[config.mk]
export PLATFORM = sky130hd
export DESIGN_NAME = aer_grid_relay
export DESIGN_NICKNAME = d
export VERILOG_FILES = /design/src/rtl/aer_relay_pkg.sv /design/src/rtl/aer_hdr_rule.sv /design/src/rtl/aer_evt_arb.sv /design/src/rtl/aer_hold_reg.sv /design/src/rtl/aer_grid_relay.sv
export SDC_FILE = /design/constraint.sdc
export NUM_CORES = 1
export LEC_CHECK = 0
export BUFFER_PORTS_ARGS = -buffer_cell sky130_fd_sc_hd__buf_2
export CAP_MARGIN = 40
export CORE_MARGIN = 5
export CORE_UTILIZATION = 47
export CTS_BUF_LIST = sky130_fd_sc_hd__clkbuf_2 sky130_fd_sc_hd__clkbuf_4 sky130_fd_sc_hd__clkbuf_8
export DETAILED_ROUTE_END_ITERATION = 8
export GPL_TIMING_DRIVEN = 0
export PLACE_DENSITY = 0.9
export SLEW_MARGIN = 20
export SYNTH_ARGS = -nofsm -noshare
export SYNTH_HDL_FRONTEND = slang
export SYNTH_SLANG_ARGS = --single-unit
[constraint.sdc]
create_clock -name clk -period 2.9 [get_ports clk]
set_input_delay 0.58 -clock clk [delete_from_list [all_inputs] [get_ports clk]]
set_output_delay 0.58 -clock clk [all_outputs]
set_load 0.03 [all_outputs]
[src/rtl/aer_relay_pkg.sv]
// Shared definitions for the address-event relay node.
// Assumes the mode occupies bits [1:0] of every header word.
package aer_relay_pkg;

    typedef enum logic [1:0] {
        MODE_ALL  = 2'b00,   // deliver on every chip
        MODE_ONE  = 2'b01,   // deliver only where target arrives as zero
        MODE_BUT  = 2'b10,   // deliver everywhere except that chip
        MODE_RSV  = 2'b11    // reserved, dropped
    } dlv_mode_e;

endpackage

[src/rtl/aer_hdr_rule.sv]
// Header rule: decides forwarding and local delivery for one header word
// and produces the rewritten header for the downstream link.
// Assumes the word given is a header; the caller ignores outputs otherwise.
module aer_hdr_rule
    import aer_relay_pkg::*;
#(
    parameter int WORD_W   = 12,
    parameter int HOP_W    = 3,
    parameter int MAX_HOPS = 6
) (
    input  logic [WORD_W-1:0] word,
    input  logic              from_local,
    output logic              fwd,
    output logic              dlv,
    output logic [WORD_W-1:0] hdr_out
);
    localparam int AGE_LO = 2;
    localparam int TGT_LO = AGE_LO + HOP_W;

    dlv_mode_e        mode;
    logic [HOP_W-1:0] age;
    logic [HOP_W-1:0] tgt;
    logic             hit;
    logic             young;

    // Decode fields, apply the delivery table and rewrite the hop fields.
    always_comb begin
        mode  = dlv_mode_e'(word[1:0]);
        age   = from_local ? '0 : word[AGE_LO +: HOP_W];
        tgt   = word[TGT_LO +: HOP_W];
        hit   = (tgt == '0);
        young = (age < HOP_W'(MAX_HOPS));
        case (mode)
            MODE_ALL: begin fwd = young;                       dlv = 1'b1; end
            MODE_ONE: begin fwd = young && (from_local || !hit); dlv = hit;  end
            MODE_BUT: begin fwd = young;                       dlv = !hit; end
            default:  begin fwd = 1'b0;                        dlv = 1'b0; end
        endcase
        if (from_local) dlv = 1'b0;
        hdr_out = word;
        hdr_out[AGE_LO +: HOP_W] = age + HOP_W'(1);
        hdr_out[TGT_LO +: HOP_W] = tgt - HOP_W'(1);
    end

endmodule

[src/rtl/aer_evt_arb.sv]
// Event-grained round-robin arbiter between two word streams.
// A grant is taken when idle and held until the owner's last word moves.
// Assumes req[0] is upstream traffic and req[1] is local injection.
module aer_evt_arb (
    input  logic       clk,
    input  logic       rst_n,
    input  logic [1:0] req,
    input  logic       done,
    output logic [1:0] gnt
);
    logic       last_q;   // 1 when injection held the most recent grant
    logic [1:0] pick;

    // Choose the source that did not win last when both are waiting.
    always_comb begin
        if (req == 2'b11) pick = last_q ? 2'b01 : 2'b10;
        else              pick = req;
    end

    // Hold the grant for a whole event, then fall idle for re-arbitration.
    always_ff @(posedge clk) begin
        if (!rst_n) begin
            gnt    <= '0;
            last_q <= 1'b1;
        end else if (gnt != '0) begin
            if (done) gnt <= '0;
        end else if (req != '0) begin
            gnt    <= pick;
            last_q <= pick[1];
        end
    end

endmodule

[src/rtl/aer_hold_reg.sv]
// One-word output register with valid/ready on both sides.
// Assumes the consumer may hold ready low for any number of cycles.
module aer_hold_reg #(
    parameter int W = 12
) (
    input  logic         clk,
    input  logic         rst_n,
    input  logic         in_valid,
    output logic         in_ready,
    input  logic [W-1:0] in_data,
    output logic         out_valid,
    input  logic         out_ready,
    output logic [W-1:0] out_data
);
    // Room exists when empty or when the held word leaves this cycle.
    always_comb in_ready = !out_valid || out_ready;

    // Load a new word or drain the held one.
    always_ff @(posedge clk) begin
        if (!rst_n) begin
            out_valid <= 1'b0;
            out_data  <= '0;
        end else if (in_valid && in_ready) begin
            out_valid <= 1'b1;
            out_data  <= in_data;
        end else if (out_ready) begin
            out_valid <= 1'b0;
        end
    end

endmodule

[src/rtl/aer_grid_relay.sv]
// Relay node: merges upstream and local events onto the downstream link,
// rewrites hop fields and filters delivery to the local core.
// Assumes every event ends with a word whose top bit is set and that an
// injected targeted event carries a target distance of at least one.
module aer_grid_relay
    import aer_relay_pkg::*;
#(
    parameter int WORD_W   = 12,
    parameter int MAX_HOPS = 6
) (
    input  logic              clk,
    input  logic              rst_n,
    input  logic              up_valid,
    output logic              up_ready,
    input  logic [WORD_W-1:0] up_data,
    input  logic              inj_valid,
    output logic              inj_ready,
    input  logic [WORD_W-1:0] inj_data,
    output logic              dn_valid,
    input  logic              dn_ready,
    output logic [WORD_W-1:0] dn_data,
    output logic              loc_valid,
    input  logic              loc_ready,
    output logic [WORD_W-1:0] loc_data
);
    localparam int HOP_W = $clog2(MAX_HOPS + 1);

    logic [1:0]        gnt;
    logic              evt_done;
    logic              src_valid;
    logic [WORD_W-1:0] src_word;
    logic              rule_fwd, rule_dlv;
    logic [WORD_W-1:0] hdr_new;
    logic              first_q, fwd_q, dlv_q;
    logic              fwd_eff, dlv_eff;
    logic              dn_in_ready, loc_in_ready;
    logic              dn_room, loc_room, take;
    logic              dn_in_valid, loc_in_valid;
    logic [WORD_W-1:0] dn_in_word;

    aer_evt_arb u_arb (
        .clk   (clk),
        .rst_n (rst_n),
        .req   ({inj_valid, up_valid}),
        .done  (evt_done),
        .gnt   (gnt)
    );

    aer_hdr_rule #(.WORD_W(WORD_W), .HOP_W(HOP_W), .MAX_HOPS(MAX_HOPS)) u_rule (
        .word       (src_word),
        .from_local (gnt[1]),
        .fwd        (rule_fwd),
        .dlv        (rule_dlv),
        .hdr_out    (hdr_new)
    );

    // Select the granted source and route its current word.
    always_comb begin
        src_valid    = gnt[0] ? up_valid : (gnt[1] ? inj_valid : 1'b0);
        src_word     = gnt[1] ? inj_data : up_data;
        fwd_eff      = first_q ? rule_fwd : fwd_q;
        dlv_eff      = first_q ? rule_dlv : dlv_q;
        dn_room      = !fwd_eff || dn_in_ready;
        loc_room     = !dlv_eff || loc_in_ready;
        take         = src_valid && dn_room && loc_room;
        up_ready     = gnt[0] && dn_room && loc_room;
        inj_ready    = gnt[1] && dn_room && loc_room;
        dn_in_valid  = src_valid && fwd_eff && loc_room;
        loc_in_valid = src_valid && dlv_eff && dn_room;
        dn_in_word   = first_q ? hdr_new : src_word;
        evt_done     = take && src_word[WORD_W-1];
    end

    // Remember the header's routing for the payload words of the event.
    always_ff @(posedge clk) begin
        if (!rst_n) begin
            first_q <= 1'b1;
            fwd_q   <= 1'b0;
            dlv_q   <= 1'b0;
        end else if (take) begin
            first_q <= src_word[WORD_W-1];
            if (first_q) begin
                fwd_q <= rule_fwd;
                dlv_q <= rule_dlv;
            end
        end
    end

    aer_hold_reg #(.W(WORD_W)) u_dn_reg (
        .clk       (clk),
        .rst_n     (rst_n),
        .in_valid  (dn_in_valid),
        .in_ready  (dn_in_ready),
        .in_data   (dn_in_word),
        .out_valid (dn_valid),
        .out_ready (dn_ready),
        .out_data  (dn_data)
    );

    aer_hold_reg #(.W(WORD_W)) u_loc_reg (
        .clk       (clk),
        .rst_n     (rst_n),
        .in_valid  (loc_in_valid),
        .in_ready  (loc_in_ready),
        .in_data   (src_word),
        .out_valid (loc_valid),
        .out_ready (loc_ready),
        .out_data  (loc_data)
    );

endmodule

After elaboration in Yosys (flattened, before gate mapping)

Cells that the tools add are included.

Bits of input ports: 30
Register bits after elaboration: 32
Logic and storage cells: 70
Output and inout bits: 28

Bitwise logic cells: 1
Equal/unequal tests: 4
Muxes and demuxes: 19
Add/sub/neg operators: 2
Reduce and logical (&&, ||, !) cells: 34
Magnitude comparators: 1

Operators by type and width:

| operator                                                              | count |
|---|---|
| 1-bit logical AND                                                     | 14 |
| 12-bit two-way mux                                                    | 1 |
| 2-bit two-way mux                                                     | 5 |
| 2-bit nonzero test                                                    | 5 |
| 1-bit two-way mux                                                     | 9 |
| 8-bit two-way mux                                                     | 1 |
| 1-bit logical NOT                                                     | 5 |
| 1-bit logical OR                                                      | 5 |
| 2-bit equality test, second input constant                            | 2 |
| 2-bit AND reduction                                                   | 2 |
| 3-bit by 1-bit adder with 3-bit output, second input constant         | 1 |
| 3-bit logical NOT                                                     | 1 |
| 3-bit < comparator, second input constant                             | 1 |
| 3-bit two-way mux                                                     | 1 |
| 1-bit one-hot mux with 3 select lines                                 | 1 |
| 3-bit by 1-bit subtractor with 3-bit output, second input constant    | 1 |
| 2-bit by 1-bit equality test with 1-bit output, second input constant | 1 |
| 2-bit logical NOT                                                     | 1 |
| 2-bit inequality test, second input constant                          | 1 |
| 1-bit one-hot mux with 2 select lines                                 | 1 |
| 2-bit OR reduction                                                    | 1 |
| 1-bit NOT                                                             | 1 |

Logic depth before layout (Yosys ltp)

Depth in word-level cells: 14
Gate-level depth with buffers: 11

By module

A second synthesis with hierarchy kept.

Cells, all modules: 216
Area total of the unflattened synthesis: 1981.9 um^2

By module, submodules not included:

| module         | area an instance (um^2) | cells an instance | times used | sequential area each (um^2) |
|---|---|---|---|---|
| aer_hold_reg   | 549.3                   | 58                | 2          | 260.2 |
| aer_grid_relay | 554.3                   | 61                | 1          | 60.1 |
| aer_hdr_rule   | 180.2                   | 23                | 1          | 0.0 |
| aer_evt_arb    | 148.9                   | 16                | 1          | 60.1 |

Worst setup path after synthesis

OpenSTA, ideal clock, no wires.

Kind: reg2out
Start point: reg u_arb.gnt[1]
End point: out inj_ready
Buffers on the path: 2
Arrival time: 2524 ps
Data required time: 2320 ps
Setup slack: -204 ps
Cell stages (with the launch flop): 11
Cells stage by stage: dfxtp_1 -> buf_6 -> clkbuf_1 -> mux2_2 -> inv_1 -> ha_1 -> nor2b_1 -> mux2i_1 -> o21ai_0 -> a21oi_1 -> and2_1

Cells in the longest elaborated chain, start to end: 11
Elaborated cells on any way between the ends: 22

RTL lines:

| what                                                                        | line                 | text |
|---|---|---|
| from (decl)                                                                 | aer_evt_arb.sv:9     | `output logic [1:0] gnt` |
| from (signal assigned)                                                      | aer_evt_arb.sv:28    | `gnt <= pick;` |
| parallel branches: the longest is 10 deep, another holds 3-bit < comparator | n/a                  |  |
| 1-bit logical AND (*)                                                       | aer_grid_relay.sv:67 | `inj_ready = gnt[1] && dn_room && loc_room;` |
| to (decl)                                                                   | aer_grid_relay.sv:17 | `output logic inj_ready,` |

Every way passes the cells marked *.

Worst setup path after layout

Start point: reg u_arb.gnt[1]
End point: out up_ready

Cells in the longest elaborated chain, start to end: 11
Elaborated cells on any way between the ends: 22

RTL lines:

| what                                                                        | line                 | text |
|---|---|---|
| parallel branches: the longest is 10 deep, another holds 3-bit < comparator | n/a                  |  |
| 1-bit logical AND (*)                                                       | aer_grid_relay.sv:66 | `up_ready = gnt[0] && dn_room && loc_room;` |
| to (decl)                                                                   | aer_grid_relay.sv:14 | `output logic up_ready,` |

Marked as above.

==> flow_summary.json <==
{
  "synth_ff_type": "dfxtp_1",
  "io_pins": 58,
  "cts_sinks": 32,
  "first_pass_iters": 4,
  "critical_path_class": "register to output port",
  "die_area_um2": 5120,
  "min_period_ps": 2860,
  "p_leak_uw": 0.00104,
  "worst_clock_skew_ps": 8.10,
  "synth_edf_count": 0,
  "routedWlPerCell_um": 16.3,
  "holdCritPathClass": "register to register",
  "gp_congestion": 0.794,
  "clk_latency_ps": 290,
  "drc": 0,
  "syn_nets": 230,
  "cp.required_ps": 2320,
  "syn_area_per_cell_um2": 9.04,
  "hold_start": "u_dn_reg.out_data[1]",
  "hold_depth": 2,
  "startpoint_type": "register",
  "syn_area_um2": 1780,
  "dieWidth_um": 71.6,
  "arrival_ps": 2280,
  "initial_core_util_pct": 48.6,
  "hold_violations": 0,
  "dr_total_vias": 1701,
  "tightest_slew_ps": 546,
  "critPathLaunch": "u_arb.gnt[1]",
  "htree_levels": 2,
  "syn_inst": 197,
  "preCtsSetupSlack_ps": -450,
  "status": "completed",
  "seqCellArea_um2": 642,
  "core_um2": 3660,
  "crit_path_end_kind": "output port",
  "mostFrequentLayoutCell": "buf_2",
  "worstPathMaxFanout": 5,
  "dp.cells": 302,
  "antenna_cells_inserted": 0,
  "final_core_util_pct": 63.6,
  "final_cells": 316,
  "cts.path.max_buffers": 2,
  "ys_ff_latch": 32,
  "slew_violations": 0,
  "clockRootBuffer": "clkbuf_8",
  "grt_pass1_wl_mm": 8.09,
  "fin_worst_hold_slack_ps": 456,
  "maxSlewHeadroom_pct": 63.6,
  "drt-initial-drc-count": 119,
  "die_h_um": 71.6,
  "cts_tree": "done",
  "drive_above_1_share_pct": 37.3,
  "grt_max_degree": 11,
  "worstRegToRegCells": 12,
  "fin_crit_sh_pct": 98.6,
  "timing.fmax_mhz": 350,
  "area_growth_pct": 30.8,
  "r2r_start": "u_arb.gnt[1]",
  "grt_pass1_vias": 1786,
  "ys_seq_area_share_pct": 36.0,
  "synth_cell_type_count": 40,
  "clk_pin_slew_worst_paths_ps": 70,
  "dp_hpwl_mm": 3.46,
  "setup_violations": 0,
  "setup_slack_ps": 40.6,
  "ant_nets": 0,
  "via_per_inst": 5.38,
  "rsz0062_at_grt": "true",
  "antenna_found_initial": 0,
  "ir_drop_mv": 0.294,
  "grt.overflow.total": 0,
  "synthArstFlopShare_pct": 0,
  "fill_cells": 299,
  "pwr_density_cell_nw_per_um2": 499,
  "cts_made_buffers": 5,
  "ys_warn_count": 0,
  "port_buffers": 57,
  "nNetsFinal": 301,
  "rows": 22,
  "gr-usage-all-layers_pct": 20.4,
  "multi_input_area_um2": 1100,
  "layout_common_cells": "buf_2 (56), nand2_1 (37), dfxtp_1 (31)",
  "maxCapViolations": 0,
  "drt_wl_total_mm": 5.15
}
-- kinds of logic after synthesis --
logic type | count (synthesis) | share of synthesized area, %
DFF | 32 | 36.0
buffers and inverters | 16 | 4.71
adders and majority gates | 3 | 2.11
xor gates and xnor gates | 3 | 1.48
AOI/OAI and AO/OA | 37 | 15.3
and+or+nand+nor | 73 | 21.4
muxes | 33 | 19.0
-- cells in the mapped netlist, types with 2 or more instances --
library cell | n | area share, %
nand2b_1 | 5 | 1.8
mux2_2 | 7 | 4.4
mux2i_1 | 26 | 15
nor2_1 | 7 | 1.5
a21oi_1 | 5 | 1.4
clkbuf_1 | 7 | 1.5
nor3_4 | 2 | 1.8
xnor2_1 | 2 | 0.98
nor2b_1 | 8 | 2.8
nand2_1 | 37 | 7.8
o21ai_0 | 13 | 3.7
buf_6 | 3 | 1.9
and2_1 | 6 | 2.1
o211a_1 | 2 | 1.1
a21o_1 | 2 | 0.84
ha_1 | 3 | 2.1
dfxtp_1 | 32 | 36
and3_1 | 3 | 1.1
inv_1 | 4 | 0.84
o211ai_1 | 3 | 1.3
-- routing by layer --
metal  part of all wire (%)  wire (um)  track usage [%]
met2                     50       2600             36.1
met1                     38       1970             20.6
met5                      0          0                0
met3                    8.5        436             7.71
met4                    2.7        138             10.6
-- path summary, 6_finish.rpt --
path	slack, ps	end
worst min-delay path	460	u_dn_reg.out_data[1]
worst max-delay path	40	up_ready
worst max register to register	270	u_loc_reg.out_data[5]
worst min register to register	460	u_dn_reg.out_data[1]
-- worst max-delay path: stages (launching register included) --
cell     delay [ps]
dfxtp_2         320
buf_6           130
mux2_4          320
inv_4            70
ha_4            110
nor2b_4         170
mux2i_2         270
o21ai_1         110
a21oi_2         210
and2_4          170
buf_6           120
-- metrics by stage --
stage               setup TNS [ps]  cell area [um^2]  power (uW)
floorplan                        0              1790         713
global placement              -734              2130         787
detailed placement           -1080              2130         798
CTS                          -78.2              2340        1160
global route                 -52.7              2330        1210
finish                           0              2330        1160
-- state kept, by name, summed over array words and instances, names as in the netlist --
signal               cells
dlv_q                    1
first_q                  1
fwd_q                    1
u_arb.gnt                2
u_arb.last_q             1
u_dn_reg.out_data       12
u_dn_reg.out_valid       1
u_loc_reg.out_data      12
u_loc_reg.out_valid      1
-- layout make-up --
type	count	share of cell area [%]
buffer	11	2.79
clock buffer	5	2.96
clock inverter	2	0.537
inverter	4	0.752
multi-input combinational	149	47.4
sequential	32	27.6
tap	48	2.58
timing repair buffer	65	15.4
-- timing repair --
action	4_1_cts	5_1_grt
hold buffers	0	0
pin swaps	4	2
resized for setup	20	1
buffers inserted	6	2
endpoints found under the setup margin	13	2
-- power by group --
| part | internal, uW | switching [uW] |
|---|---|---|
| Sequential | 466 | 15.3 |
| Clock | 162 | 170 |
| Combinational | 148 | 200 |
| Total | 777 | 386 |
(Power assumes the default switching activity.)
